## config.mk

```make
export PLATFORM = sky130hd
export DESIGN_NAME = plm_macrocell
export DESIGN_NICKNAME = d
export VERILOG_FILES = /design/src/rtl/plm_mc_pkg.sv /design/src/rtl/mc_clk_sel.sv /design/src/rtl/mc_store.sv /design/src/rtl/mc_out_path.sv /design/src/rtl/mc_oe_sel.sv /design/src/rtl/plm_macrocell.sv
export SDC_FILE = /design/constraint.sdc
export NUM_CORES = 1
export LEC_CHECK = 0
export ABC_CLOCK_PERIOD_IN_PS = 850
export BUFFER_PORTS_ARGS = -buffer_cell sky130_fd_sc_hd__buf_2
export CORE_AREA = 2 2 39 41
export CTS_CLUSTER_SIZE = 8
export DETAILED_ROUTE_END_ITERATION = 6
export DIE_AREA = 0 0 41 43
export PLACE_DENSITY = 0.38
export RECOVER_POWER = 25
export REMOVE_ABC_BUFFERS = 1
export SLEW_MARGIN = 20
export SYNTH_ARGS = -nofsm -noshare
export SYNTH_HDL_FRONTEND = slang
export SYNTH_HIERARCHICAL = 1
export SYNTH_SLANG_ARGS = --single-unit
```

## constraint.sdc

```tcl
create_clock -name clk -period 0.85 [get_ports clk]
set_input_delay 0.17 -clock clk [delete_from_list [all_inputs] [get_ports clk]]
set_output_delay 0.17 -clock clk [all_outputs]
set_load 0.05 [all_outputs]
```

## src/rtl/plm_mc_pkg.sv

```systemverilog
// Package: shared encodings for the macrocell.
// Assumes: the pad enable select field is two bits wide.
package plm_mc_pkg;
    localparam int OE_SEL_W = 2;

    typedef enum logic [OE_SEL_W-1:0] {
        OE_OFF   = 2'b00,
        OE_ON    = 2'b01,
        OE_PTERM = 2'b10,
        OE_RSVD  = 2'b11
    } oe_mode_e;
endpackage

```

## src/rtl/mc_clk_sel.sv

```systemverilog
// Module: clock source selection as a clock enable.
// With the local source selected, the enable is a one-cycle pulse on a
// sampled rising edge of the product-term clock. Otherwise it is always 1.
// Assumes: pt_clk is synchronous to clk.
module mc_clk_sel (
    input  logic clk,
    input  logic rst_n,
    input  logic use_local,
    input  logic pt_clk,
    output logic cap_en
);
    logic pt_hist;

    // Purpose: remember pt_clk from the previous edge.
    always_ff @(posedge clk) begin
        if (!rst_n) pt_hist <= 1'b0;
        else        pt_hist <= pt_clk;
    end

    // Purpose: form the capture enable for the storage flop.
    always_comb begin
        cap_en = use_local ? (pt_clk & ~pt_hist) : 1'b1;
    end
endmodule

```

## src/rtl/mc_store.sv

```systemverilog
// Module: the macrocell D flip-flop with a capture enable.
// Assumes: synchronous active-low reset that clears the bit to 0.
module mc_store (
    input  logic clk,
    input  logic rst_n,
    input  logic cap_en,
    input  logic d,
    output logic q
);
    // Purpose: hold the registered sum-of-products bit.
    always_ff @(posedge clk) begin
        if (!rst_n)      q <= 1'b0;
        else if (cap_en) q <= d;
    end
endmodule

```

## src/rtl/mc_out_path.sv

```systemverilog
// Module: output selection followed by polarity control.
// Assumes: inversion is applied after the register/combinational choice.
module mc_out_path (
    input  logic use_reg,
    input  logic invert,
    input  logic comb_d,
    input  logic reg_d,
    output logic result
);
    logic chosen;

    // Purpose: pick the registered or combinational source, then apply polarity.
    always_comb begin
        chosen = use_reg ? reg_d : comb_d;
        result = chosen ^ invert;
    end
endmodule

```

## src/rtl/mc_oe_sel.sv

```systemverilog
// Module: pad enable source selection.
// Assumes: the reserved encoding disables the pad.
module mc_oe_sel
    import plm_mc_pkg::*;
(
    input  logic [OE_SEL_W-1:0] mode,
    input  logic                pt_oe,
    output logic                en
);
    // Purpose: decode the enable source.
    always_comb begin
        unique case (oe_mode_e'(mode))
            OE_ON:    en = 1'b1;
            OE_PTERM: en = pt_oe;
            default:  en = 1'b0;
        endcase
    end
endmodule

```

## src/rtl/plm_macrocell.sv

```systemverilog
// Module: one configurable macrocell (top).
// Joins the clock enable, the storage flop, the output path and the pad
// enable select. Feedback is taken after the inversion and before the pad.
// Assumes: all configuration inputs are static while the array runs.
module plm_macrocell
    import plm_mc_pkg::*;
(
    input  logic                clk,
    input  logic                rst_n,
    input  logic                sop_in,
    input  logic                pt_clk,
    input  logic                pt_oe,
    input  logic                cfg_clk_local,
    input  logic                cfg_registered,
    input  logic                cfg_invert,
    input  logic [OE_SEL_W-1:0] cfg_oe_mode,
    output logic                pad_data,
    output logic                pad_en,
    output logic                fb_o
);
    logic cap_en;
    logic reg_q;
    logic result;

    mc_clk_sel u_clk (
        .clk       (clk),
        .rst_n     (rst_n),
        .use_local (cfg_clk_local),
        .pt_clk    (pt_clk),
        .cap_en    (cap_en)
    );

    mc_store u_store (
        .clk    (clk),
        .rst_n  (rst_n),
        .cap_en (cap_en),
        .d      (sop_in),
        .q      (reg_q)
    );

    mc_out_path u_out (
        .use_reg (cfg_registered),
        .invert  (cfg_invert),
        .comb_d  (sop_in),
        .reg_d   (reg_q),
        .result  (result)
    );

    mc_oe_sel u_oe (
        .mode  (cfg_oe_mode),
        .pt_oe (pt_oe),
        .en    (pad_en)
    );

    // Purpose: fan the result to the interconnect and to the pad buffer.
    always_comb begin
        fb_o     = result;
        pad_data = result;
    end
endmodule

```

==> Word-level counts from Yosys, hierarchy flattened <==
Index checks and enable logic that the tools add are counted.
{ "totals": {"in_bits": 10, "regBits": 2, "output_inout_bits": 3} }
{ "classes": {"n_bitwise": 3, "muxes": 3, "n_eq_ne": 2} }
{ "op_table": {"columns": ["operator", "count"], "rows": [
  ["$eq 2x1->1 const B", 1],
  ["$eq 2x2->1 const B", 1],
  ["$mux 1", 2],
  ["$pmux 1 s2", 1],
  ["$and 1x1->1", 1],
  ["$not 1->1", 1],
  ["$xor 1x1->1", 1]
]} }

==> Longest topological paths before layout <==
Gate-level depths: netlist (run 1).
{ "logic_depth": {"word_depth": 3, "depth_mapped": 4, "mapped_depth_nobuf": 4} }

==> Modules after synthesis <==
Netlist (run 1), hierarchy kept.
{ "modules_own_cells": {"columns": ["module", "area_per_inst_um2", "instances", "cells_per_inst"], "rows": [
  ["mc_oe_sel", 41.3, 1, 6],
  ["mc_clk_sel", 40.0, 1, 4],
  ["mc_store", 36.3, 1, 3],
  ["mc_out_path", 18.8, 1, 2],
  ["plm_macrocell", 7.5, 1, 1]
]} }

==> Least setup slack after synthesis (run 1) <==
Ideal clock, no wire load.
{ "synth_path": {"path_kind": "flip-flop to output port", "startpoint": "register u_store.q", "endpoint": "output port pad_data", "t_required_ns": 0.680, "arrival_time_ns": 1.595, "setup_slack_ns": -0.915, "path_stages_with_launch": 4, "path_cell_list": "dfxtp_1 mux2i_1 xnor2_1 buf_4"} }
{ "synth_via": {"elab_chain_len": 2} }
{ "synth_rtl": {"columns": ["element", "line", "text"], "rows": [
  ["start, declared", "mc_store.sv:8", "output logic q"],
  ["start signal, assigned", "mc_store.sv:12", "if (!rst_n) q <= 1'b0;"],
  ["start signal, assigned", "mc_store.sv:13", "else if (cap_en) q <= d;"],
  ["$mux 1", "mc_out_path.sv:14", "chosen = use_reg ? reg_d : comb_d;"],
  ["$xor 1x1->1", "mc_out_path.sv:15", "result = chosen ^ invert;"],
  ["end, declared", "plm_macrocell.sv:17", "output logic pad_data,"]
]} }
Every way passes these cells.

==> Worst setup path in the final report (run 1) <==
Ends and elaborated chain as after synthesis.

==> qor.yml, run 1 <==
sta:
  setup-violations-final: 3
  fin_crit_sh_pct: 146
  skew_ns: 0.00300
  fmax_mhz: 804
  final_period_minus_worst_setup_slack_ns: 1.24
  whs_ns: 0.173
  rsz0062_at_grt: "yes"
  tightest_slew_ns: 0.156
  setup_tns_ns: -0.872
  finalHoldViolations: 0
  timing.final.ws_setup_ns: -0.393
  drv_slew: 0
  relSlewSlack_pct: 89.3
placed_design:
  port-buffer-count: 12
  globalplace.congestion: 0.636
floorplan:
  rows: 14
  die_x_um: 41
  die-area_um2: 1760
  die_y_um: 43
  core_um2: 1380
  io_pins: 13
  start_util_pct: 10.4
clock_tree:
  post-cts-setup-buffers: 0
  clock_sinks: 2
  insertion_delay_ns: 0.22
  htreeDepth: 1
  ctsLongestPathBuffers: 2
  cts_tree: "yes"
  cts_inserted_buffers: 3
  clk_pin_slew_ns: 0.03
  cts-root-buf: "clkbuf_4"
yosys:
  yosys_warnings: 6
  avgSynthCellArea_um2: 8.99
  synth_area_leaders: "dfxtp_1 (28%), ha_1 (17%), mux2i_1 (14%), inv_1 (7.8%), o21ai_2 (6.1%)"
  netlist_instances: 16
  ys_seq_area_share_pct: 27.8
  synth_top_area_cell: "dfxtp_1"
  synthesis.area_um2: 144
  synth_top_cell_area_share_pct: 27.8
  synth.distinct_cells: 11
  synth_seq_cells: 2
setup_path:
  critPathTopFamily: "flip-flops"
  criticalPathCategory: "flip-flop to output port"
  startpoint_type: "flip-flop"
  arrival_ns: 1.07
  worst_path_max_delay_cell: "dfxtp_2"
  cp.required_ns: 0.68
  cp_slowest_stage_delay_ns: 0.31
  crit_path_end_kind: "output port"
  cp_num_buf_inv: 1
  cp_cell_sequence: "mux2i_1, xnor2_1, buf_4"
  crit_fanout: 2
global_routing:
  grt_pass1_wl_um: 724
  grt_max_degree: 3
  track_usage_pct: 7.11
  grt_pass1_vias: 175
  antenna_found_initial: 0
  grt_remaining_overflow: 0
route:
  drc_errors: 0
  detail_route.wirelength_um: 428
  dr.pass1.iters: 2
  post_drt_wl_per_cell_um: 9.30
  postRouteAntennaNets: 0
  vias: 151
  vias_per_cell: 3.28
  first_iter_violations: 2
power:
  leakage_nw: 0.144
  total_power_w: 0.000481
  p_per_area_nw_per_um2: 1580
  ir_drop_mv: 1.00
finish:
  final_cell_mix: "buf_2 (7), clkbuf_4 (3)"
  n_antenna_cell: 0
  layout_commonest_cell: "buf_2"
  fill_cells: 148
  drive_gt1_share_pct: 80.0
  fin_nets: 44
  postLayoutCoreUtil_pct: 22.0
  area_growth_pct: 111
flow_run:
  max-cap-violations: 0
status:
  status: "finished with violations"
  failed_checks: "setup timing"
worst_hold_path:
  hp-class: "primary input to flip-flop"
==> logic make-up (layout without fill, tap and decap cells) <==
kind of cell	count (synthesis)	after routing	synth area share, %
flops	2	2	27.8
simple gates	3	3	12.2
compound gates	2	2	9.56
xor+xnor	1	1	6.09
fa+ha+maj	2	2	17.4
buf+inv	4	18	13.0
mux	2	2	13.9
==> layer usage <==
| layer | routed length [µm] | GRT usage [%] |
|---|---|---|
| met5 | 0 | 0 |
| met4 | 0 | 4.00 |
| met3 | 68 | 6.81 |
| met2 | 136 | 7.19 |
| met1 | 223 | 9.24 |
==> path summary, 6_finish.rpt <==
kind	startpoint	to	slack, ns	depth (start not counted)
min reg2reg	u_store/q	u_store/q	0.51	2
max reg2reg	u_clk/pt_hist	u_store/q	0.07	3
min	rst_n	u_store/q	0.17	2
max	u_store/q	pad_data	-0.39	3
==> sequential cells by signal, summed over array words and instances, names as in the netlist <==
register	count
u_store/q	1
u_clk/pt_hist	1
==> area by class of cell <==
type / count / area [µm²] / area share, %
clock buffers: 3 / 22.5 / 7.41
inverters: 3 / 16.3 / 5.35
multi-input cells: 10 / 116 / 38.3
flip-flops and latches: 2 / 41.3 / 13.6
well taps: 16 / 20.0 / 6.58
repair buffers: 12 / 87.6 / 28.8
==> stage by stage <==
stage	setup WS [ns]	instances	cell area, µm²
floorplan	-1.27	15	136
finish	-0.393	46	304
detailed placement	-0.261	43	216
global route	-0.505	46	304
CTS	-0.415	46	294
global placement	-0.268	43	216
==> synth_stat cells (all sizes together) <==
library cell	n
ha	2
a21oi	1
inv	3
o21ai	1
nor2	1
nor2b	1
xnor2	1
buf	1
dfxtp	2
and2	1
mux2i	2
==> report_power, final <==
| group | internal [W] | switching, W | leakage, nW |
|---|---|---|---|
| Clock | 0.000155 | 0.0000479 | 0.0138 |
| Sequential | 0.000101 | 0.00000291 | 0.0169 |
| Combinational | 0.0000724 | 0.000102 | 0.113 |
| Total | 0.000329 | 0.000152 | 0.144 |
==> repair_timing <==
| action | 4_1_cts | 5_1_grt |
|---|---|---|
| hold buffers | 0 | 0 |
| endpoints found under the setup margin | 3 | 3 |
| hold endpoints to repair | 0 | 0 |
| gates resized for setup | 13 | 4 |
| pin swaps | 2 | 2 |
(Power assumes the default switching activity.)
==> run 2: changes to the inputs <==
--- a/config.mk
+++ b/config.mk
@@ -5,13 +5,14 @@
 export SDC_FILE = /design/constraint.sdc
 export NUM_CORES = 1
 export LEC_CHECK = 0
+export ABC_AREA = 1
 export ABC_CLOCK_PERIOD_IN_PS = 850
 export BUFFER_PORTS_ARGS = -buffer_cell sky130_fd_sc_hd__buf_2
 export CORE_AREA = 2 2 39 41
 export CTS_CLUSTER_SIZE = 8
 export DETAILED_ROUTE_END_ITERATION = 6
 export DIE_AREA = 0 0 41 43
-export PLACE_DENSITY = 0.38
+export PLACE_DENSITY = 0.41
 export RECOVER_POWER = 25
 export REMOVE_ABC_BUFFERS = 1
 export SLEW_MARGIN = 20
==> qor.yml, run 2 <==
sta:
  drv_slew: 0  # unchanged
  fmax_mhz: 901  # +12%
  skew_ns: 0.000626  # -0.00238 ns
  timing.final.ws_setup_ns: -0.260  # +0.133 ns
  setup_tns_ns: -0.614  # +0.258 ns
  final_period_minus_worst_setup_slack_ns: 1.11  # -0.133 ns
  finalHoldViolations: 0  # unchanged
  fin_crit_sh_pct: 131  # -16 points
  rsz0062_at_grt: "yes"
  relSlewSlack_pct: 92.2  # +2.9 points
  setup-violations-final: 3  # unchanged
  tightest_slew_ns: 0.116  # -0.0392 ns
placed_design:
  dp_slack_ns: -0.263  # -0.00241 ns
  globalplace.congestion: 0.664  # +4.4%
  port-buffer-count: 12  # unchanged
clock_tree:
  clk_pin_slew_ns: 0.03  # about the same
  ctsLongestPathBuffers: 2  # unchanged
  htreeDepth: 1  # unchanged
  insertion_delay_ns: 0.22  # about the same
  holdBufCountCts: 0  # unchanged
  clock_sinks: 2  # unchanged
  cts_inserted_buffers: 3  # unchanged
  cts-root-buf: "clkbuf_4"
  post-cts-setup-buffers: 0  # unchanged
  cts_tree: "yes"
route:
  post_drt_wl_per_cell_um: 6.59  # -29%
  drc_errors: 0  # unchanged
  vias: 217  # +44%
  postRouteAntennaNets: 0  # unchanged
  dr.pass1.iters: 2  # unchanged
  detail_route.wirelength_um: 415  # -3.0%
  first_iter_violations: 1  # -1
  vias_per_cell: 3.44  # +4.9%
setup_path:
  criticalPathCategory: "flip-flop to output port"
  crit_fanout: 3  # +1
  crit_path_end_kind: "output port"
  startpoint_type: "flip-flop"
  r2r_cells: 5  # +2
  cp.required_ns: 0.68  # about the same
  arrival_ns: 0.94  # -0.13 ns
finish:
  multi_input_area_um2: 143  # +23%
  fin_nets: 61  # +39%
  fill_cells: 168  # +14%
  seq_area_um2: 41.3  # unchanged
  area_growth_pct: 117
  drive_gt1_share_pct: 66.0  # -14 points
  final_cell_mix: "nand2_1 (8), buf_2 (7), inv_1 (6), buf_8 (4)"
  layout_commonest_cell: "nand2_1"
  reg_top3: "u_clk/pt_hist (1), u_store/q (1)"
  n_antenna_cell: 0  # unchanged
yosys:
  synth_seq_cells: 2  # unchanged
  avgSynthCellArea_um2: 5.81  # -35%
  synth_async_sr_flop_share_pct: 0  # unchanged
  synth_edf_count: 0  # unchanged
  synth.distinct_cells: 9  # -2
  ys_seq_area_share_pct: 22.2  # -5.6 points
  synth_most_common_cell: "nand2_1"
  synth_top_area_cell: "nand2_1"
  synth_top_cell_area_share_pct: 22.9  # -4.9 points
  yosys_warnings: 6  # unchanged
  synthTopCellsByCount: "nand2_1 (11), inv_1 (10), dfxtp_1 (2), ha_1 (2), nand3_1 (2)"
  synthesis.area_um2: 180  # +25%
  synth_ff_type: "dfxtp_1"
  synth_area_leaders: "nand2_1 (23%), dfxtp_1 (22%), inv_1 (21%), ha_1 (14%), nand3_1 (5.6%)"
  netlist_instances: 31  # +15
global_routing:
  grt_pass1_wl_um: 641  # -11%
  grt_remaining_overflow: 0  # unchanged
  grt_max_degree: 4  # +1
  grt_pass1_vias: 203  # +16%
  antenna_found_initial: 0  # unchanged
  track_usage_pct: 5.61  # -1.5 points
status:
  failed_checks: "setup timing"
  status: "finished with violations"
flow_run:
  max-cap-violations: 0  # unchanged
power:
  total_power_w: 0.000512  # +6.5%
  leakage_nw: 0.211  # +47%
  ir_drop_mv: 0.493  # -51%
  p_per_area_nw_per_um2: 1310  # -17%
floorplan:
  rows: 14  # unchanged
  die-area_um2: 1760  # unchanged
  core_um2: 1380  # unchanged
  die_y_um: 43  # unchanged
  die_x_um: 41  # unchanged
  io_pins: 13  # unchanged
  start_util_pct: 13.0  # +2.6 points
worst_hold_path:
  hp-class: "primary input to flip-flop"
  min_path_cells: 3  # +1
## run 2: changes by cell type after synthesis, sizes merged
cell   change
nor2b      -1
o21ai      -1
nor2       +1
nand2     +11
inv        +7
and2       -1
mux2i      -2
xnor2      -1
nand3      +2
## run 2: report_power, final
part           total (W)  switching [W]  internal, W
Clock           0.000202      0.0000471     0.000155
Sequential      0.000105     0.00000362     0.000102
Combinational   0.000205       0.000110    0.0000950
Total           0.000512       0.000161     0.000352
## run 2: path summary, 6_finish.rpt
| check | from | end | slack, ns |
|---|---|---|---|
| min reg2reg | u_store/q | u_store/q | 0.50 |
| min | pt_clk | u_clk/pt_hist | 0.14 |
| max | u_store/q | fb_o | -0.26 |
| max reg2reg | u_clk/pt_hist | u_store/q | 0.15 |
## run 2: worst max-delay path: stages, from the launching register on
cell,delay [ns]
dfxtp_2,0.32
nand2_1,0.07
nand3_2,0.09
nand2_4,0.09
buf_8,0.14
## run 2: layout make-up
cell class / count / share of cell area, %
Sequential cell: 2 / 10.5
Timing Repair Buffer: 14 / 31.9
Inverter: 10 / 10.2
Tap cell: 16 / 5.11
Clock buffer: 3 / 5.75
Multi-Input combinational cell: 18 / 36.4
## run 2: per-stage QoR
step | cell area (µm²) | cells | utilization, % | hold slack [ns]
after global placement | 268 | 60 | 19.3 | 0.367
after global routing | 392 | 63 | 28.3 | 0.163
after CTS | 374 | 63 | 27.0 | 0.133
after floorplan | 173 | 30 | - | 0.263
final | 392 | 63 | 28.3 | 0.144
after detailed placement | 268 | 60 | 19.3 | 0.367
## run 2: kinds of logic after synthesis
family | after synthesis | share of synthesized area, %
buffers and inverters | 11 | 25.0
DFF | 2 | 22.2
and+or+nand+nor | 15 | 34.0
adders and majority gates | 2 | 13.9
AOI/OAI and AO/OA | 1 | 4.86
## run 2: what timing repair did
item                                    in CTS  in global routing
cloned                                       0                  0
gates resized for setup                     24                  5
endpoints found under the setup margin       3                  3
pin swaps                                    4                  1
## run 2: layer usage
layer	global-route usage, %	share of wire [%]	up-vias
met1	4.78	34	89
met5	0	0	-
met4	6.00	0	0
met2	8.44	51	10
met3	2.62	15	0
li1	-	-	118
==> run 3: changes to the inputs <==
--- a/config.mk
+++ b/config.mk
@@ -15,6 +15,7 @@
 export PLACE_DENSITY = 0.41
 export RECOVER_POWER = 25
 export REMOVE_ABC_BUFFERS = 1
+export SKIP_CTS_REPAIR_TIMING = 1
 export SLEW_MARGIN = 20
 export SYNTH_ARGS = -nofsm -noshare
 export SYNTH_HDL_FRONTEND = slang
==> qor.yml, run 3 (synthesized netlist as in run 2, its figures left out) <==
clock_tree:
  clk_pin_slew_ns: 0.03  # about the same
  cts_inserted_buffers: 3  # unchanged
  cts_tree: "yes"
  cts-root-buf: "clkbuf_4"
  clock_sinks: 2  # unchanged
  insertion_delay_ns: 0.22  # about the same
  htreeDepth: 1  # unchanged
  ctsLongestPathBuffers: 2  # unchanged
floorplan:
  die_y_um: 43  # unchanged
  die-area_um2: 1760  # unchanged
  rows: 14  # unchanged
  start_util_pct: 13.0  # unchanged
  core_um2: 1380  # unchanged
  io_pins: 13  # unchanged
  die_x_um: 41  # unchanged
finish:
  multi_input_area_um2: 143  # unchanged
  reg_top3: "u_clk/pt_hist (1), u_store/q (1)"
  fill_cells: 163  # -3.0%
  layout_commonest_cell: "nand2_1"
  area_growth_pct: 115
  final_cell_mix: "nand2_1 (8), buf_2 (7), inv_1 (6)"
  seq_area_um2: 41.3  # unchanged
  layout.cells.non_filler: 63  # unchanged
  fin_nets: 61  # unchanged
  n_antenna_cell: 0  # unchanged
  drive_gt1_share_pct: 66.0  # unchanged
  postLayoutCoreUtil_pct: 28.0  # -0.27 points
route:
  postRouteAntennaNets: 0  # unchanged
  vias: 217  # unchanged
  dr.pass1.iters: 2  # unchanged
  vias_per_cell: 3.44  # unchanged
  post_drt_wl_per_cell_um: 6.52  # -0.96%
  drc_errors: 0  # unchanged
  first_iter_violations: 1  # unchanged
  detail_route.wirelength_um: 411  # -0.96%
sta:
  rsz0062_at_grt: "yes"
  timing.final.ws_setup_ns: -0.262  # -0.00163 ns
  relSlewSlack_pct: 92.2  # about the same
  skew_ns: 0.000626  # unchanged
  drv_slew: 0  # unchanged
  setup-violations-final: 3  # unchanged
  finalHoldViolations: 0  # unchanged
  final_period_minus_worst_setup_slack_ns: 1.11  # +0.00163 ns
  tightest_slew_ns: 0.116  # +0.000000477 ns
  fmax_mhz: 899  # -0.15%
  fin_crit_sh_pct: 131  # +0.19 points
  whs_ns: 0.144  # unchanged
flow_run:
  max-cap-violations: 0  # unchanged
global_routing:
  antenna_found_initial: 0  # unchanged
  grt_max_degree: 4  # unchanged
  track_usage_pct: 5.01  # -0.60 points
  grt_pass1_vias: 178  # -12%
  grt_pass1_wl_um: 572  # -11%
  grt_remaining_overflow: 0  # unchanged
power:
  ir_drop_mv: 0.493  # about the same
  leakage_nw: 0.210  # -0.63%
  p_per_area_nw_per_um2: 1320  # +0.58%
setup_path:
  r2r_cells: 5  # unchanged
  cp.required_ns: 0.68  # about the same
  criticalPathCategory: "flip-flop to output port"
  crit_path_end_kind: "output port"
  startpoint_type: "flip-flop"
  cp_cell_sequence: "inv_2, nand2_2, nand3_2, nand2_4, buf_8"
  arrival_ns: 0.94  # about the same
  cp_slowest_stage_delay_ns: 0.33  # about the same
  crit_fanout: 3  # unchanged
  worst_path_max_delay_cell: "dfxtp_2"
placed_design:
  dp_slack_ns: -0.263  # unchanged
  globalplace.congestion: 0.664  # unchanged
  place_inst: 60  # unchanged
  port-buffer-count: 12  # unchanged
worst_hold_path:
  hp-class: "primary input to flip-flop"
  min_path_cells: 3  # unchanged
status:
  failed_checks: "setup timing"
  status: "finished with violations"
[run 3: path summary, 6_finish.rpt]
check | from | endpoint | slack (ns)
max | u_store/q | fb_o | -0.26
min | pt_clk | u_clk/pt_hist | 0.14
max reg2reg | u_clk/pt_hist | u_store/q | 0.15
min reg2reg | u_store/q | u_store/q | 0.50
[run 3: power by group]
group | internal, W | switching [W] | total [W]
combinational | 0.0000931 | 0.000110 | 0.000203
sequential | 0.000102 | 0.00000362 | 0.000105
clock | 0.000155 | 0.0000471 | 0.000202
total | 0.000350 | 0.000160 | 0.000510
[run 3: final cells by class]
cell class	instances	area share (%)
sequential	2	10.6
multi-input combinational	18	36.8
clock buffer	3	5.81
inverter	10	10.3
tap	16	5.16
timing repair buffer	14	31.3
[run 3: through the flow]
| step | area, µm² | setup TNS (ns) | total power [W] |
|---|---|---|---|
| 4_1_cts | 290 | -1.03 | 0.000461 |
| 3_5_place_dp | 268 | -0.537 | 0.000243 |
| 5_1_grt | 388 | -0.760 | 0.000554 |
| 2_1_floorplan | 173 | -1.13 | 0.000194 |
| 3_3_place_gp | 268 | -0.525 | 0.000242 |
| 6_report | 388 | -0.616 | 0.000510 |
[run 3: per-layer routing]
layer,global-route usage (%),up-vias,part of all wire [%]
met3,2.62,0,15
li1,-,118,-
met5,0,-,0
met1,5.41,89,35
met2,5.94,10,50
met4,6.00,0,0
[run 3: critical path, delay by kind of cell (launching register included)]
family | cells | cell delay (ns)
buffers and inverters | 2 | 0.18
flip-flops | 1 | 0.33
AND/OR/NAND/NOR | 3 | 0.21
